===== src/rtl/split_read_buf.sv =====
module split_read_buf #(
  parameter int AW         = 32,
  parameter int DW         = 32,
  parameter int DEPTH      = 30,
  parameter int STROBE_CYC = 5
) (
  input  logic          clk,
  input  logic          rst,
  input  logic          req_sel,
  input  logic          req_rd,
  input  logic          req_wr,
  input  logic          req_type,
  input  logic [AW-1:0] req_addr,
  input  logic [1:0]    req_id,
  output logic          req_wait,
  output logic          wb_look_en,
  output logic [AW-1:0] wb_look_addr,
  input  logic          wb_hit,
  input  logic [DW-1:0] wb_data,
  output logic          mem_rd,
  output logic [3:0]    mem_sel,
  output logic [AW-1:0] mem_addr,
  input  logic [3:0]    mem_busy,
  input  logic [DW-1:0] mem_data,
  output logic          rdy_valid,
  output logic [1:0]    rdy_id,
  output logic [DW-1:0] rdy_data,
  input  logic          col_ack
);
  localparam int PW = (DEPTH > 1) ? $clog2(DEPTH) : 1;
  localparam int CW = $clog2(DEPTH + 1);
  localparam int SW = (STROBE_CYC > 1) ? $clog2(STROBE_CYC) : 1;

  typedef enum logic {S_IDLE, S_STRB} st_t;

  logic [AW-1:0] a_mem [DEPTH];
  logic [1:0]    id_mem [DEPTH];
  logic [DW-1:0] d_mem [DEPTH];

  logic [PW-1:0] wp, pp, rp;
  logic [CW-1:0] cnt, ndone;
  logic [SW-1:0] scnt;
  st_t           st;

  logic          req_q, full, acc, take, pend, hit_take, start, fin, done;
  logic [AW-1:0] cur_addr;
  logic [1:0]    mod;
  logic [DW-1:0] res;

  function automatic logic [PW-1:0] nxt(input logic [PW-1:0] p);
    return (p == PW'(DEPTH - 1)) ? '0 : p + 1'b1;
  endfunction

  assign req_q    = req_sel & req_rd & req_type & ~req_wr;
  assign full     = (cnt == CW'(DEPTH));
  assign req_wait = req_q & full;
  assign acc      = req_q & ~full;

  assign rdy_valid = (ndone != '0);
  assign rdy_id    = id_mem[rp];
  assign rdy_data  = d_mem[rp];
  assign take      = col_ack & rdy_valid;

  assign pend         = (cnt != ndone);
  assign cur_addr     = a_mem[pp];
  assign mod          = cur_addr[AW-1 -: 2];
  assign wb_look_en   = pend && (st == S_IDLE);
  assign wb_look_addr = cur_addr;
  assign hit_take     = wb_look_en & wb_hit;
  assign start        = wb_look_en & ~wb_hit & ~mem_busy[mod];
  assign fin          = (st == S_STRB) && (scnt == SW'(STROBE_CYC - 1));
  assign done         = hit_take | fin;
  assign res          = hit_take ? wb_data : mem_data;

  assign mem_rd   = (st == S_STRB);
  assign mem_addr = cur_addr;
  assign mem_sel  = mem_rd ? (4'b0001 << mod) : 4'b0000;

  always_ff @(posedge clk) begin
    if (acc) begin
      a_mem[wp]  <= req_addr;
      id_mem[wp] <= req_id;
    end
    if (done) d_mem[pp] <= res;
  end

  always_ff @(posedge clk) begin
    if (rst) begin
      wp    <= '0;
      pp    <= '0;
      rp    <= '0;
      cnt   <= '0;
      ndone <= '0;
      scnt  <= '0;
      st    <= S_IDLE;
    end else begin
      if (acc)  wp <= nxt(wp);
      if (done) pp <= nxt(pp);
      if (take) rp <= nxt(rp);
      cnt   <= cnt + CW'(acc) - CW'(take);
      ndone <= ndone + CW'(done) - CW'(take);
      case (st)
        S_IDLE: if (start) begin
          st   <= S_STRB;
          scnt <= '0;
        end
        S_STRB: if (fin) st <= S_IDLE;
                else     scnt <= scnt + 1'b1;
        default: st <= S_IDLE;
      endcase
    end
  end

  p_no_overflow_r3: assert property (@(posedge clk) disable iff (rst)
    cnt <= CW'(DEPTH) && ndone <= cnt);

  p_full_holds_r3: assert property (@(posedge clk) disable iff (rst)
    (req_wait && !take) |=> cnt == $past(cnt));

  p_sel_onehot_r5: assert property (@(posedge clk) disable iff (rst)
    mem_rd |-> $countones(mem_sel) == 1);

  p_addr_stable_r6: assert property (@(posedge clk) disable iff (rst)
    (mem_rd && $past(mem_rd)) |-> $stable(mem_addr));

  p_busy_blocks_r7: assert property (@(posedge clk) disable iff (rst)
    $rose(mem_rd) |-> ($past(mem_busy) & mem_sel) == 4'b0000);

  p_hit_no_strobe_r4: assert property (@(posedge clk) disable iff (rst)
    (wb_look_en && wb_hit) |=> !mem_rd);
endmodule


===== config.mk =====
export PLATFORM = sky130hd
export DESIGN_NAME = split_read_buf
export DESIGN_NICKNAME = d
export VERILOG_FILES = /design/src/rtl/split_read_buf.sv
export SDC_FILE = /design/constraint.sdc
export NUM_CORES = 2
export LEC_CHECK = 0
export BUFFER_PORTS_ARGS = -buffer_cell sky130_fd_sc_hd__buf_2
export CORE_ASPECT_RATIO = 0.6
export CORE_MARGIN = 3
export CORE_UTILIZATION = 50
export CTS_BUF_LIST = sky130_fd_sc_hd__clkbuf_4 sky130_fd_sc_hd__clkbuf_8
export CTS_CLUSTER_SIZE = 14
export DETAILED_ROUTE_END_ITERATION = 8
export PLACE_DENSITY = 0.73
export RECOVER_POWER = 50
export SYNTH_ARGS = -nofsm -noshare
export SYNTH_HDL_FRONTEND = slang
export SYNTH_SLANG_ARGS = --single-unit

===== constraint.sdc =====
create_clock -name clk -period 9.9 [get_ports clk]
set_input_delay 1.98 -clock clk [delete_from_list [all_inputs] [get_ports clk]]
set_output_delay 1.98 -clock clk [all_outputs]
set_load 0.01 [all_outputs]

==> results.yml <==
setup_path:
  slowest_stage: "buf_4"
  cpPeakStageDelay_ps: 1050
  crit_required_ps: 7920
  critical_path.most_common_cell: "inv_1"
  path_cells: "buf_4, inv_1, mux2i_1, nor3_1, nor4_4, inv_1, and3_1, buf_2"
  crit_path_max_fanout: 78
  crit_path_start_kind: "register"
  crit_arrival_ps: 4960
  worstSetupPathType: "reg -> out"
  cp-end-kind: "output port"
power_and_ir_drop:
  power_frac_clock: 0.313
  power.share.switching: 0.262
  p_sw_uw: 5480
  p_total_uw: 21000
  combPwrFrac: 0.205
  powerDensity_nw_per_um2: 240
  max-vdd-ir-drop_mv: 0.193
  p_leak_uw: 0.0269
  p_int_uw: 15500
  p_seq_frac: 0.482
global_route:
  grt_max_degree: 114
  antenna_found_initial: 4
  grt_pass1_vias: 36800
  overflow: 0
  grt_usage: 0.230
  grt_pass1_wl_mm: 265
detailed_routing:
  avgRoutedWirePerCell_um: 31.2
  wl_mm: 184
  drcViolationCount: 0
  dr.pass1.iters: 5
  ant_nets: 0
  drt_iter0_markers: 5298
  drt-vias-per-instance: 6.22
  vias: 36700
cts:
  numClockSinks: 2019
  cts_buffers: 301
  path_clk_slew_ps: 60
  holdBufCountCts: 0
  cts_tree: "done"
  cts_buffer_depth: 4
  ctsHtreeMaxLevel: 5
  clkLatencyLatePin_ps: 1020
  postCtsSetupBuffers: 0
  post_cts_resized: 0
  cts-root-buf: "clkbuf_8"
timing:
  period_share: 0.701
  fin_worst_skew_ps: 67.2
  fmax_mhz: 144
  period_needed_ps: 6940
  slew-limit-headroom: -0.977
  drv_slew: 34
  hold_violations: 0
  fin_setup_tns_ps: 0
  max_slew.worst_pin.slew_ps: 2970
  rsz0062_at_grt: "false"
  setup_viol: 0
floorplan:
  dieArea_sq_um: 161000
  die_x_um: 516
  core.rowCount: 111
  io_pins: 216
  core_sq_um: 154000
  initial_core_util: 0.507
  die_y_um: 312
yosys:
  yosys_warnings: 0
  synth_cells: 3252
  yosys.cell_count.top_type: "edfxtp_1"
  syn-mean-instance-area_sq_um: 24.0
  ys_types: 52
  ys_async_sr_fraction: 0
  synth_top_area_share: 0.763
  ys_seq_area_frac: 0.773
  syn_area_sq_um: 77900
  synth_common_cells: "1980 x edfxtp_1, 585 x mux4_2, 162 x mux2_2"
  synth_flop_cell: "edfxtp_1"
  ys_top_cells_by_area: "edfxtp_1 76%, mux4_2 17%, mux2_2 2.3%"
  syn_nets: 3388
  ys_seq_elements: 2019
  synth_top_cell_by_area: "edfxtp_1"
  synth_edf_count: 1980
run_status:
  outcome: "finished with violations"
  violations: "max-capacitance violations, max-slew violations"
placement:
  dp_hpwl_mm: 91.2
  gp_congestion: 0.757
  portBuffers: 215
finish:
  multiInputGateArea_sq_um: 17100
  fill_cells: 10800
  drive_gt1_frac: 0.387
  final_nets: 3794
  area_delta_synth_final_pct: 12.1
  seq_area_sq_um: 60300
flow_run:
  maxCapViolCount: 1
worst_hold_path:
  hold_class: "reg -> reg"
-- flip-flops by register name (all words and copies together) (netlist names), named ones only --
signal	count
id_mem	60
pp	5
scnt	3
rp	5
wp	5
a_mem	960
d_mem	960
cnt	5
mem_rd	1
ndone	5
-- power by group through the flow --
| stage | Clock, uW | Combinational, uW | Sequential [uW] |
|---|---|---|---|
| 2_1_floorplan | 0 | 3320 | 10100 |
| 3_3_place_gp | 0 | 4300 | 10300 |
| 3_5_place_dp | 0 | 4360 | 10300 |
| 4_1_cts | 6680 | 4370 | 10100 |
| 5_1_grt | 7060 | 4600 | 10100 |
| 6_report | 6560 | 4290 | 10100 |
-- critical path: cells and delay by family (launching register included) --
kind / cells / cell delay, ps
buffers and inverters: 4 / 1680
and+or+nand+nor: 3 / 780
DFF: 1 / 1020
muxes: 1 / 310
-- layer usage --
layer | global-route usage | wire [um] | vias to the layer above | share of wire
met5 | 0 | 0 | - | 0
met4 | 0.0599 | 3550 | 0 | 0.019
met3 | 0.0627 | 21700 | 307 | 0.12
met2 | 0.316 | 80300 | 2222 | 0.44
met1 | 0.367 | 78700 | 19500 | 0.43
li1 | - | - | 14700 | -
-- area by class of cell --
class,instances,area share
multi-input cells,1009,0.195
flip-flops and latches,2019,0.690
well taps,2034,0.0291
inverters,29,0.00125
repair buffers,298,0.0196
clock inverters,113,0.00839
diodes,2,0.0000573
clock buffers,402,0.0564
-- cells in the final DEF (no fill, tap or decap), drive strengths merged, types with 6 or more instances in the layout --
cell type,count
nand2,25
mux2,162
ha,24
mux2i,13
o21ai,6
clkinv,95
dfxtp,39
mux4,585
xnor2,7
inv,32
buf,262
nor2,90
nor2b,7
xor2,18
a21oi,10
bufinv,8
clkinvlp,7
edfxtp,1980
clkbuf,438
nand3b,7
-- worst paths after layout --
check                       startpoint                   end  slack [ps]  cells after the start
setup / recovery              register            mem_sel[2]        2960                      8
hold reg to reg   scnt[0]$_SDFFE_PP0P_  scnt[0]$_SDFFE_PP0P_         520                      1
hold / removal    scnt[0]$_SDFFE_PP0P_  scnt[0]$_SDFFE_PP0P_         520                      1
setup reg to reg   ndone[4]$_SDFF_PP0_   ndone[4]$_SDFF_PP0_        4030                     14
-- per-stage QoR --
step / cell area (sq um) / setup slack (ps) / hold WS, ps / instances / utilization
2_1_floorplan: 77900 / 5170 / 473 / 3252 / -
3_3_place_gp: 81800 / 4030 / 493 / 5389 / 0.532
3_5_place_dp: 81800 / 4010 / 501 / 5389 / 0.532
4_1_cts: 87500 / 2880 / 526 / 5904 / 0.569
5_1_grt: 87400 / 2670 / 550 / 5905 / 0.568
6_report: 87400 / 2960 / 523 / 5906 / 0.568
-- kinds of logic after synthesis --
group                    Yosys count  share of synthesized area
flip-flops                      2019                      0.773
multiplexers                     760                      0.194
buffers and inverters            224                     0.0126
AND/OR/NAND/NOR                  159                    0.00952
AO/OA/AOI/OAI                     39                    0.00355
adder cells (fa/ha/maj)           26                    0.00437
XOR/XNOR                          25                    0.00281
Note: power is estimated with default switching activity, not from simulation.
